File: config.mk
export PLATFORM = sky130hd
export DESIGN_NAME = clkChanBank
export DESIGN_NICKNAME = d
export VERILOG_FILES = /design/src/rtl/clkBankPkg.sv /design/src/rtl/clkBankCtrl.sv /design/src/rtl/clkBankPath.sv /design/src/rtl/clkChanBank.sv
export SDC_FILE = /design/constraint.sdc
export NUM_CORES = 1
export LEC_CHECK = 0
export BUFFER_PORTS_ARGS = -buffer_cell sky130_fd_sc_hd__buf_2
export CAP_MARGIN = 20
export CORE_UTILIZATION = 25
export CTS_CLUSTER_DIAMETER = 80
export DETAILED_ROUTE_END_ITERATION = 6
export PLACE_DENSITY = 0.46
export SLEW_MARGIN = 20
export SYNTH_ARGS = -nofsm -noshare
export SYNTH_HDL_FRONTEND = slang
export SYNTH_SLANG_ARGS = --single-unit
File: constraint.sdc
create_clock -name distClk -period 2.51 [get_ports distClk]
set_clock_uncertainty 0.1 [all_clocks]
set_input_delay 0.3765 -clock distClk [delete_from_list [all_inputs] [get_ports distClk]]
set_output_delay 0.3765 -clock distClk [all_outputs]
set_load 0.01 [all_outputs]
File: src/rtl/clkBankPkg.sv
package clkBankPkg;
  // strobes from control to the channel datapath
  typedef struct packed {
    logic holdDiv;  // clear dividers and force divided outputs low
    logic outsOn;   // global gate from pin and register
  } bankStrobe_t;
endpackage

File: src/rtl/clkBankCtrl.sv
module clkBankCtrl
  import clkBankPkg::*;
#(
  parameter int NUM_CH      = 3,
  parameter int DIV_W       = 4,
  parameter int SYNC_STAGES = 2,
  parameter int PIPE_LAT    = 4
) (
  input  logic                      distClk,
  input  logic                      rst,
  input  logic                      syncN,
  input  logic                      outEnPin,
  input  logic                      cfgLoad,
  input  logic                      cfgGlobalEn,
  input  logic [NUM_CH-1:0]         cfgBypass,
  input  logic [NUM_CH-1:0]         cfgChanEn,
  input  logic [NUM_CH*DIV_W-1:0]   cfgDiv,
  output bankStrobe_t               strobe,
  output logic [NUM_CH-1:0]         bypassCfg,
  output logic [NUM_CH-1:0]         chanEnCfg,
  output logic [NUM_CH*DIV_W-1:0]   divCfg
);
  localparam int DIV_BITS = NUM_CH * DIV_W;

  logic [SYNC_STAGES-1:0] syncChain;
  logic [PIPE_LAT-1:0]    holdPipe;
  logic syncSeen, syncPrev, syncQual;
  logic pinReg, globalEnReg;

  // metastability chain, reset to the released (high) level
  for (genvar s = 0; s < SYNC_STAGES; s++) begin : g_sync
    if (s == 0) begin : g_first
      always_ff @(posedge distClk)
        if (rst) syncChain[s] <= 1'b1;
        else     syncChain[s] <= syncN;
    end else begin : g_next
      always_ff @(posedge distClk)
        if (rst) syncChain[s] <= 1'b1;
        else     syncChain[s] <= syncChain[s-1];
    end
  end
  assign syncSeen = syncChain[SYNC_STAGES-1];

  // a level change counts only after two agreeing samples
  always_ff @(posedge distClk) begin
    if (rst) begin
      syncPrev <= 1'b1;
      syncQual <= 1'b0;
    end else begin
      syncPrev <= syncSeen;
      if (!syncSeen && !syncPrev)     syncQual <= 1'b1;
      else if (syncSeen && syncPrev)  syncQual <= 1'b0;
    end
  end

  // fixed latency between a registered event and the dividers
  for (genvar p = 0; p < PIPE_LAT; p++) begin : g_pipe
    if (p == 0) begin : g_head
      always_ff @(posedge distClk)
        if (rst) holdPipe[p] <= 1'b0;
        else     holdPipe[p] <= syncQual;
    end else begin : g_tail
      always_ff @(posedge distClk)
        if (rst) holdPipe[p] <= 1'b0;
        else     holdPipe[p] <= holdPipe[p-1];
    end
  end

  always_ff @(posedge distClk) begin
    if (rst) begin
      pinReg      <= 1'b0;
      globalEnReg <= 1'b0;
      bypassCfg   <= '0;
      chanEnCfg   <= '0;
      divCfg      <= DIV_BITS'(0);
    end else begin
      pinReg <= outEnPin;
      if (cfgLoad) begin
        globalEnReg <= cfgGlobalEn;
        bypassCfg   <= cfgBypass;
        chanEnCfg   <= cfgChanEn;
        divCfg      <= cfgDiv;
      end
    end
  end

  assign strobe.holdDiv = holdPipe[PIPE_LAT-1];
  assign strobe.outsOn  = pinReg & globalEnReg;
endmodule

File: src/rtl/clkBankPath.sv
module clkBankPath
  import clkBankPkg::*;
#(
  parameter int NUM_CH = 3,
  parameter int DIV_W  = 4
) (
  input  logic                    distClk,
  input  logic                    rst,
  input  bankStrobe_t             strobe,
  input  logic [NUM_CH-1:0]       bypassCfg,
  input  logic [NUM_CH-1:0]       chanEnCfg,
  input  logic [NUM_CH*DIV_W-1:0] divCfg,
  output logic [NUM_CH-1:0]       chanOut
);
  localparam logic [DIV_W-1:0] MIN_RATIO = DIV_W'(2);

  for (genvar ch = 0; ch < NUM_CH; ch++) begin : g_chan
    logic [DIV_W-1:0] divField, ratio, lastCnt, highCnt, cnt;
    logic divOut, chanOn;

    assign divField = divCfg[ch*DIV_W +: DIV_W];
    assign ratio    = (divField < MIN_RATIO) ? MIN_RATIO : divField;
    assign lastCnt  = ratio - 1'b1;
    assign highCnt  = ratio >> 1;

    // counter runs regardless of enable so phase survives gating
    always_ff @(posedge distClk) begin
      if (rst || strobe.holdDiv) begin
        cnt    <= '0;
        divOut <= 1'b0;
      end else begin
        divOut <= (cnt < highCnt);
        cnt    <= (cnt >= lastCnt) ? '0 : cnt + 1'b1;
      end
    end

    assign chanOn      = chanEnCfg[ch] & strobe.outsOn;
    assign chanOut[ch] = chanOn & (bypassCfg[ch] ? distClk : divOut);
  end
endmodule

File: src/rtl/clkChanBank.sv
module clkChanBank
  import clkBankPkg::*;
#(
  parameter int NUM_CH      = 3,
  parameter int DIV_W       = 4,
  parameter int SYNC_STAGES = 2,
  parameter int PIPE_LAT    = 4
) (
  input  logic                    distClk,
  input  logic                    rst,
  input  logic                    syncN,
  input  logic                    outEnPin,
  input  logic                    cfgLoad,
  input  logic                    cfgGlobalEn,
  input  logic [NUM_CH-1:0]       cfgBypass,
  input  logic [NUM_CH-1:0]       cfgChanEn,
  input  logic [NUM_CH*DIV_W-1:0] cfgDiv,
  output logic [NUM_CH-1:0]       chanOut
);
  bankStrobe_t              strobe;
  logic [NUM_CH-1:0]        bypassCfg, chanEnCfg;
  logic [NUM_CH*DIV_W-1:0]  divCfg;

  clkBankCtrl #(
    .NUM_CH(NUM_CH), .DIV_W(DIV_W),
    .SYNC_STAGES(SYNC_STAGES), .PIPE_LAT(PIPE_LAT)
  ) i_ctrl (
    .distClk(distClk), .rst(rst), .syncN(syncN), .outEnPin(outEnPin),
    .cfgLoad(cfgLoad), .cfgGlobalEn(cfgGlobalEn), .cfgBypass(cfgBypass),
    .cfgChanEn(cfgChanEn), .cfgDiv(cfgDiv), .strobe(strobe),
    .bypassCfg(bypassCfg), .chanEnCfg(chanEnCfg), .divCfg(divCfg)
  );

  clkBankPath #(.NUM_CH(NUM_CH), .DIV_W(DIV_W)) i_path (
    .distClk(distClk), .rst(rst), .strobe(strobe), .bypassCfg(bypassCfg),
    .chanEnCfg(chanEnCfg), .divCfg(divCfg), .chanOut(chanOut)
  );
endmodule

==> results.toml <==
[status]
outcome = "completed"

[placed_design]
dp_hpwl_um = 2740
place_ws_ns = 0.319
post_dp_cell_area_sq_um = 2330
numPortBuffers = 26
gp_congestion = 0.687

[route]
drt_iter0_markers = 28
wire_per_inst_um = 11.3
drt.antenna.violating_nets = 0
vias = 1467
drt_wl_total_um = 3890
drt_pass1_iterations = 4
avgViaCountPerCell = 4.26
drc = 0

[global_routing]
grt_use_met3_pct = 4.53
grtUsageMet1_pct = 12.3
grt_overflow_total = 0
antenna_found_initial = 0
grt_most_used_layer = "met2"
track_usage_pct = 9.88
grt_first_pass_wirelength_um = 6660
grt_max_degree = 30
grt_pass1_vias = 1559
use_met2_pct = 14.5

[power_and_ir_drop]
power_density_nw_per_um2 = 782
peakVddDrop_uv = 232
power_leakage_nw = 1.09

[yosys]
synth_top_area_cell = "dfxtp_1"
synthArstFlopShare_pct = 0
postSynthCellCount = 206
synth_nets = 255
synth_edf_count = 0
synth_top_area_share_pct = 40.8
ys_warn_count = 0
synth-seq-cells = 43
yosys.cell_count.top_type = "dfxtp_1"
synthesis.area_sq_um = 2110
ys_seq_area_share_pct = 40.8
yosysUniqueCellTypes = 27
synth_area_leaders = "dfxtp_1 (41%), ha_1 (15%), mux2i_1 (11%), nor2_1 (4.6%), inv_1 (3.0%)"
ys_top_cells_by_count = "dfxtp_1 (43), nor2_1 (26), ha_1 (25), mux2i_1 (23), inv_1 (17)"
synth_flop_cell = "dfxtp_1"
avgSynthCellArea_sq_um = 10.2

[clock_network]
cts_tree = "built"
post-cts-setup-buffers = 0
clk_latency_ns = 0.40
holdBufCountCts = 0
postCtsResizedCells = 0
path_clk_slew_ns = 0.09

[die]
dieArea_sq_um = 8800
io_pins = 27
core_area_sq_um = 8180
row_count = 33
die_width_um = 93.8
die_y_um = 93.8
initial_core_util_pct = 25.8

[timing]
setup-tns-final_ns = 0
whs_ns = 0.0496
grt_setup_unrepaired = "false"
finalSetupViolCount = 0
slew_headroom_pct = 61.0
hold_viol = 0
finalMaxSlewViolations = 0
tightest_slew_ns = 0.585
setup_ws_ns = 0.190

[job]
drv_cap = 0

[final_layout]
antenna_cells = 0
fin_nets = 286
areaGrowthSynthToFinish_pct = 17.7
finalInstanceArea_sq_um = 2480
drive_gt1_share_pct = 22.2

[critical_path]
cp-start-kind = "clock port"
worst-path-buf-inv = 3
crit_family = "buffers and inverters"
end_kind = "output port"
worst_path_largest_cell_delay_ns = 0.14
worst_path_most_repeated_cell = "clkbuf_8"
worstPathArrival_ns = 1.84
crit_type = "clk2out"
crit_chain = "clkbuf_8 > clkbuf_8 > mux2i_1 > nor2_1 > buf_2"
path_max_fanout = 2
cpMaxStageDelayCell = "mux2i_1"
cp.required_ns = 2.03

[hold_path]
hold_path_class = "in2reg"
power by group:
part	internal, mW	total, mW	switching, mW	leakage [nW]
clock network	0.348	0.659	0.311	0.105
registers	0.763	0.847	0.0846	0.354
logic	0.207	0.433	0.226	0.636
total	1.32	1.94	0.622	1.09
sequential cells by signal, indices dropped and copies added (netlist names):
register,flops
i_ctrl.chanEnCfg,3
i_ctrl.strobe,1
i_path.g_chan.divOut,3
i_ctrl.syncQual,1
i_ctrl.bypassCfg,3
i_ctrl.pinReg,1
i_ctrl.syncSeen,1
i_ctrl.syncPrev,1
i_ctrl.holdPipe,3
i_ctrl.globalEnReg,1
i_ctrl.divCfg,12
i_path.g_chan.cnt,12
i_ctrl.syncChain,1
worst reg2reg max path: cells and delay by family, from the launching register on:
kind	cells	cell delay [ns]
fa+ha+maj	2	0.49
compound gates	4	1.01
flops	1	0.38
xor+xnor	1	0.12
per-stage QoR:
step | total power [mW] | cells | util [%]
finish | 1.94 | 344 | 30.3
global route | 2.10 | 344 | 30.3
CTS | 1.98 | 344 | 30.3
global placement | 1.31 | 331 | 28.5
detailed placement | 1.32 | 331 | 28.5
floorplan | 1.21 | 206 | -
logic make-up after synthesis:
kind of cell	count (synthesis)	share of synthesized area [%]
compound gates	33	13.4
flops	43	40.8
buf+inv	23	4.93
simple gates	50	11.4
fa+ha+maj	25	14.8
mux	23	10.9
xor+xnor	9	3.74
layout make-up:
class | instances | area (sq um)
well taps | 105 | 131
multi-input cells | 140 | 1140
clock inverters | 4 | 27.5
repair buffers | 23 | 115
inverters | 17 | 63.8
fillers | 878 | 5690
flip-flops and latches | 43 | 861
clock buffers | 12 | 139
path summary, 6_finish.rpt:
check	start	endpoint	slack [ns]	cells past startpoint
worst max-delay path	distClk	chanOut[0]	0.19	5
worst min-delay path	syncN	i_ctrl.syncChain[0]	0.05	2
worst max register to register	i_ctrl.divCfg[6]	i_path.g_chan[1].cnt[2]	0.31	7
worst min register to register	i_ctrl.syncChain[0]	i_ctrl.syncSeen	0.32	1
metal layers:
metal | part of all wire [%] | routed length [um] | up-vias
li1 | - | - | 785
met1 | 54 | 2090 | 641
met2 | 39 | 1530 | 34
met3 | 5.8 | 224 | 7
met4 | 1.2 | 46 | 0
met5 | 0 | 0 | -
cells in the final DEF (no fill, tap or decap), types with 3 or more instances in the layout:
cell type / n
nor2_1: 26
a2111oi_0: 4
a2111oi_2: 4
xnor2_1: 6
nor4_1: 3
nand2_1: 3
o31ai_1: 6
o21bai_1: 3
o21ai_0: 3
buf_2: 26
a2111oi_1: 4
a21oi_1: 4
or2_2: 3
nor2b_1: 6
ha_1: 25
inv_1: 18
dfxtp_1: 43
nand3_1: 6
xor2_1: 3
clkbuf_8: 9
mux2i_1: 23
o21ai_2: 3
(Power assumes the default switching activity.)
